===== src/rtl/pnib_regs.sv =====
module pnib_regs (
  input  logic        clk,
  input  logic        rst_n,
  input  logic [7:0]  host_data_i,
  output logic [7:0]  host_status_o,
  input  logic [7:0]  tx_stat_i,
  input  logic [7:0]  rx_stat_i,
  input  logic [2:0]  event_i,
  output logic [47:0] station_addr_o,
  output logic [15:0] tx_count_o,
  output logic [7:0]  mode_o,
  output logic [1:0]  accept_mode_o,
  output logic        irq_o,
  output logic        tx_en_o,
  output logic        rx_en_o,
  output logic        mux_sel_o,
  output logic        soft_rst_o,
  output logic        xmit_o,
  output logic        rexmit_o,
  output logic        next_pkt_o
);

  localparam int SA_BYTES = 6;
  localparam logic [2:0] CMD_END = 3'b111;
  localparam logic [2:0] CMD_WA  = 3'b010;
  localparam logic [2:0] CMD_RA  = 3'b110;
  localparam logic [3:0] OFF_TXC0 = 4'd6;
  localparam logic [3:0] OFF_TXC1 = 4'd7;
  localparam logic [3:0] OFF_TXS  = 4'd8;
  localparam logic [3:0] OFF_RXS  = 4'd9;
  localparam logic [3:0] OFF_ISR  = 4'd10;
  localparam logic [3:0] OFF_IMR  = 4'd11;
  localparam logic [3:0] OFF_C1   = 4'd12;
  localparam logic [3:0] OFF_C2   = 4'd13;
  localparam logic [3:0] OFF_MODE = 4'd14;

  typedef enum logic [1:0] {S_IDLE = 2'd0, S_WR = 2'd1, S_RD = 2'd2} st_t;

  logic [7:0] sy1, sy2, sy3, last_q;
  logic       acc;
  logic [2:0] cmd;

  assign acc = (sy2 == sy3) && (sy2 != last_q);
  assign cmd = sy2[7:5];

  always_ff @(posedge clk or negedge rst_n) begin
    if (!rst_n) begin
      sy1    <= '0;
      sy2    <= '0;
      sy3    <= '0;
      last_q <= '0;
    end else begin
      sy1 <= host_data_i;
      sy2 <= sy1;
      sy3 <= sy2;
      if (acc) last_q <= sy2;
    end
  end

  st_t        st_q;
  logic [3:0] off_q, lo_q, hi_q;
  logic       hsel_q;
  logic [1:0] got_q;

  always_ff @(posedge clk or negedge rst_n) begin
    if (!rst_n) begin
      st_q   <= S_IDLE;
      off_q  <= '0;
      hsel_q <= 1'b0;
      lo_q   <= '0;
      hi_q   <= '0;
      got_q  <= '0;
    end else if (acc) begin
      case (st_q)
        S_IDLE: begin
          if (cmd == CMD_WA) begin
            st_q   <= S_WR;
            off_q  <= sy2[3:0];
            hsel_q <= sy2[4];
            got_q  <= '0;
            lo_q   <= '0;
            hi_q   <= '0;
          end else if (cmd == CMD_RA) begin
            st_q   <= S_RD;
            off_q  <= sy2[3:0];
            hsel_q <= sy2[4];
          end
        end
        S_WR: begin
          if (cmd == CMD_END) begin
            st_q <= S_IDLE;
          end else if (hsel_q || sy2[4]) begin
            hi_q     <= sy2[3:0];
            got_q[1] <= 1'b1;
          end else begin
            lo_q     <= sy2[3:0];
            got_q[0] <= 1'b1;
          end
        end
        S_RD: begin
          if (cmd == CMD_END) begin
            st_q <= S_IDLE;
          end else if (cmd == CMD_RA) begin
            off_q  <= sy2[3:0];
            hsel_q <= sy2[4];
          end
        end
        default: st_q <= S_IDLE;
      endcase
    end
  end

  logic [7:0] sa_q [SA_BYTES];
  logic [7:0] txc_q [2];
  logic [2:0] isr_q;
  logic [7:0] imr_q, cmr2_q, mode_q;
  logic [3:0] c1h_q;
  logic [2:0] pulse_q;
  logic [7:0] rv, wv;
  logic       commit, isr_clr;
  logic [2:0] isr_d;

  assign commit  = acc && (st_q == S_WR) && (cmd == CMD_END) && (got_q != 2'b00);
  assign isr_clr = commit && (off_q == OFF_ISR) && got_q[0];
  assign isr_d   = (isr_clr ? (isr_q & ~lo_q[2:0]) : isr_q) | event_i;
  assign irq_o   = |(isr_q & imr_q[2:0]);

  always_comb begin
    rv = '0;
    if (off_q < 4'(SA_BYTES)) begin
      rv = sa_q[off_q[2:0]];
    end else begin
      case (off_q)
        OFF_TXC0: rv = txc_q[0];
        OFF_TXC1: rv = txc_q[1];
        OFF_TXS:  rv = tx_stat_i;
        OFF_RXS:  rv = rx_stat_i;
        OFF_ISR:  rv = {5'b0, isr_q};
        OFF_IMR:  rv = imr_q;
        OFF_C1:   rv = {c1h_q, 2'b00, irq_o, 1'b0};
        OFF_C2:   rv = cmr2_q;
        OFF_MODE: rv = mode_q;
        default:  rv = '0;
      endcase
    end
  end

  assign wv = {got_q[1] ? hi_q : rv[7:4], got_q[0] ? lo_q : rv[3:0]};

  always_ff @(posedge clk or negedge rst_n) begin
    if (!rst_n) begin
      for (int i = 0; i < SA_BYTES; i++) sa_q[i] <= '0;
      txc_q[0] <= '0;
      txc_q[1] <= '0;
      isr_q    <= '0;
      imr_q    <= '0;
      cmr2_q   <= '0;
      mode_q   <= '0;
      c1h_q    <= '0;
      pulse_q  <= '0;
    end else begin
      pulse_q <= '0;
      isr_q   <= isr_d;
      if (commit) begin
        if (off_q < 4'(SA_BYTES)) begin
          sa_q[off_q[2:0]] <= wv;
        end else begin
          case (off_q)
            OFF_TXC0: txc_q[0] <= wv;
            OFF_TXC1: txc_q[1] <= wv;
            OFF_IMR:  imr_q    <= wv;
            OFF_C2:   cmr2_q   <= wv;
            OFF_MODE: mode_q   <= wv;
            OFF_C1: begin
              if (got_q[1]) c1h_q <= hi_q;
              if (got_q[0]) pulse_q <= {lo_q[3], lo_q[2], lo_q[0]};
            end
            default: ;
          endcase
        end
      end
      if (c1h_q[2]) begin
        txc_q[0] <= '0;
        txc_q[1] <= '0;
        isr_q    <= '0;
        imr_q    <= '0;
        cmr2_q   <= '0;
        mode_q   <= '0;
      end
    end
  end

  for (genvar g = 0; g < SA_BYTES; g++) begin : g_sa
    assign station_addr_o[8*g +: 8] = sa_q[g];
  end

  assign host_status_o = (st_q == S_RD) ? {1'b0, (hsel_q ? rv[7:4] : rv[3:0]), 3'b000} : 8'h00;
  assign tx_count_o    = {txc_q[1], txc_q[0]};
  assign mode_o        = mode_q;
  assign accept_mode_o = cmr2_q[5:4];
  assign mux_sel_o     = c1h_q[3];
  assign soft_rst_o    = c1h_q[2];
  assign rx_en_o       = c1h_q[1] & ~c1h_q[2];
  assign tx_en_o       = c1h_q[0] & ~c1h_q[2];
  assign rexmit_o      = pulse_q[2];
  assign xmit_o        = pulse_q[1];
  assign next_pkt_o    = pulse_q[0];

endmodule


===== config.mk =====
export PLATFORM = sky130hd
export DESIGN_NAME = pnib_regs
export DESIGN_NICKNAME = d
export VERILOG_FILES = /design/src/rtl/pnib_regs.sv
export SDC_FILE = /design/constraint.sdc
export NUM_CORES = 1
export LEC_CHECK = 0
export ABC_AREA = 0
export CORE_ASPECT_RATIO = 1.4
export CORE_MARGIN = 1
export CORE_UTILIZATION = 30
export DETAILED_ROUTE_END_ITERATION = 6
export GPL_TIMING_DRIVEN = 0
export PLACE_DENSITY = 0.46
export SLEW_MARGIN = 15
export SYNTH_ARGS = -nofsm -noshare
export SYNTH_HDL_FRONTEND = slang
export SYNTH_SLANG_ARGS = --single-unit

===== constraint.sdc =====
create_clock -name clk -period 2.9 [get_ports clk]
set_input_delay 0.58 -clock clk [delete_from_list [all_inputs] [get_ports clk]]
set_output_delay 0.58 -clock clk [all_outputs]
set_load 0.01 [all_outputs]

==> results by group <==
STA
  – Worst setup margin: -269 ps
  – Worst-margin pin slew: 968 ps
  – Hold WS: 60.1 ps
  – Setup total negative slack: -768 ps
  – Period utilisation layout: 1.09
  – Final Setup Violations: 4
  – Slew HR: 0.350
  – Tmin final: 3170 ps
  – Fin. Hold Viols: 0
  – Layout Skew: 11.7 ps
  – Peak Freq: 316 MHz
  – RSZ-0062 raised after global routing: true
  – Final slew viol count: 0

Clock network
  – Clk pin slew, worst setup/hold paths: 60 ps
  – Maximum clock insertion buffer count: 2
  – Clock sinks: 147
  – Hold-fix buffers, CTS: 0
  – CTS Buf Count: 17
  – Clock Tree Root: clkbuf_16
  – Worst skew pair latency: 430 ps
  – H-tree depth: 4
  – CTS tree: built

Global route
  – Pin count of the biggest net entering global routing: 95
  – Gr usage total: 0.225
  – First-pass GRT wire length: 40.9 mm
  – Initial antenna violation count: 0
  – Gr ovfl total: 0
  – Vias in the first global route: 6,403

Cells and area
  – Antenna diodes: 0
  – Layout area overhead: 43.1%
  – Post-layout nets: 869
  – Max reg flops: 48
  – Final Util: 0.438
  – Layout cells sized above 1: 0.298
  – Final instance area: 10,500 µm²
  – Finished Layout Cells: 1,160

Power and ir drop
  – Sw Ratio: 0.252
  – PwrDens: 474 nW/µm²
  – Static Leak: 4.63 nW
  – Power Total: 5.00 mW
  – Int Pwr: 3.74 mW
  – Combinational power share: 0.110
  – Max rail drop VDD: 0.000377 V
  – Clock share of power: 0.466
  – Sequential Power Share: 0.424
  – Switching pwr: 1.26 mW

Route
  – DR vias/cell: 5.32
  – DRT Pass-1 Iters: 5
  – Initial drt markers: 426
  – # DRC: 0
  – Mean routed wirelength per cell: 23.9 µm
  – ANT nets after route: 0
  – Drt total wl: 27.8 mm
  – Via count: 6,175

Synth
  – Top-area cell type share of the netlist area: 0.500
  – Post-synth top flop: dfrtp_1
  – Leading area contributor after synthesis: dfrtp_1
  – Most instantiated cells after synthesis: 147 x dfrtp_1, 57 x mux2_2, 52 x nand2_1
  – Most common cell in the synthesized netlist: dfrtp_1
  – Mapped Area: 7360 µm²
  – Synth top area cells: dfrtp_1 50%, mux2_2 8.7%, mux2i_1 5.4%, o22ai_1 3.4%, nand2_1 2.7%
  – Register bit total from synthesis: 147
  – EDFF count, synth: 0
  – Syn avg cell area: 11.3 µm²
  – Cell count after synthesis: 652
  – Post-synth ARST share: 1.00
  – Seq/Total Area, Yosys: 0.500
  – Library cells used by synthesis: 73
  – Yosys warns: 0

Floorplanning
  – Die width: 134 µm
  – Row cnt: 67
  – Die Y: 187 µm
  – I/O Pins: 119
  – Core area: 24,100 µm²
  – Die area: 25,200 µm²
  – Initial Utilization: 0.306

Hold path
  – Min-Delay Path Class: primary input to asynchronous set/reset pin

Placement
  – Place WS: -1160 ps
  – Detailed placement HPWL: 19.9 mm
  – RePlAce Congestion: 0.884
  – # placed instances: 1,081
  – Buffers on Ports: 114
  – DP Area: 9000 µm²

Setup path
  – Crit Path Category: flip-flop to output port
  – Max FO, Critical Path: 6
  – Setup crit start kind: flip-flop
  – Crit path arrival time: 2590 ps
  – CP Data Required Time: 2320 ps
  – Crit. End Element: output port

Outcome
  – Run status: finished, violations left
  – Violated checks: negative setup slack

Flow run
  – MaxCap Viol Count: 0
routing by layer:
layer,up-vias,global-route usage,part of all wire
met5,-,0,0
met4,0,0.108,0.036
met3,47,0.0360,0.040
met2,208,0.395,0.53
met1,3166,0.263,0.40
li1,2754,-,-
power by group through the flow:
| stage | registers, mW | clock network (mW) | logic, mW |
|---|---|---|---|
| 6_report | 2.12 | 2.33 | 0.551 |
| 4_1_cts | 2.12 | 2.38 | 0.517 |
| 3_3_place_gp | 2.16 | 0 | 0.408 |
| 5_1_grt | 2.12 | 2.47 | 0.582 |
| 2_1_floorplan | 2.15 | 0 | 0.222 |
| 3_5_place_dp | 2.16 | 0 | 0.434 |
path summary, 6_finish.rpt:
check	from	end	slack [ps]	cells past startpoint
max	off_q[0]	host_status_o[6]	-270	8
min	rst_n	pulse_q[1]	60	1
max reg2reg	off_q[0]	mode_o[3]	40	8
min reg2reg	sy1[7]	sy2[7]	350	0
max in group asynchronous	rst_n	station_addr_o[24]	2020	2
min in group clk	sy1[7]	sy2[7]	350	0
worst max-delay path, cell delays in order (launching register included):
cell	delay, ps
dfrtp_1	340
buf_6	170
buf_12	150
mux4_2	530
nand2_1	180
o221ai_1	190
o31ai_1	330
a21oi_2	80
buf_2	170
area by class of cell:
type,instances,area [µm²]
multi-input combinational,413,3630
buffer,48,400
tap,310,388
clock inverter,12,153
timing repair buffer,166,1650
clock buffer,20,467
sequential,147,3680
fill,2272,13500
inverter,44,173
kinds of logic after synthesis:
| logic type | Yosys count | share of synthesized area |
|---|---|---|
| AND/OR/NAND/NOR | 160 | 0.130 |
| flip-flops | 147 | 0.500 |
| AO/OA/AOI/OAI | 129 | 0.137 |
| multiplexers | 101 | 0.154 |
| buffers and inverters | 95 | 0.0549 |
| XOR/XNOR | 16 | 0.0190 |
| adder cells (fa/ha/maj) | 3 | 0.00510 |
| other | 1 | 0.000509 |
cell usage in the layout (no fill, tap or decap), types with 8 or more instances in the layout:
cell type          n
mux2i_1           39
o22ai_1           39
o21ai_0           10
dfrtp_1          146
clkbuf_16         20
xor2_1             8
clkbuf_1          12
clkdlybuf4s50_1  109
inv_1             41
mux2_2            54
buf_2             11
xnor2_1            8
nor3b_1            9
nand2b_1           9
buf_6             14
nand3b_1          10
buf_4             45
nor2_1             9
nand2_1           51
timing repair:
action,4_1_cts,5_1_grt
setup buffers,30,19
setup endpoints to repair,92,60
pin swaps,18,18
gates resized for setup,106,37
gates cloned,1,1
Note: power is estimated with default switching activity, not from simulation.
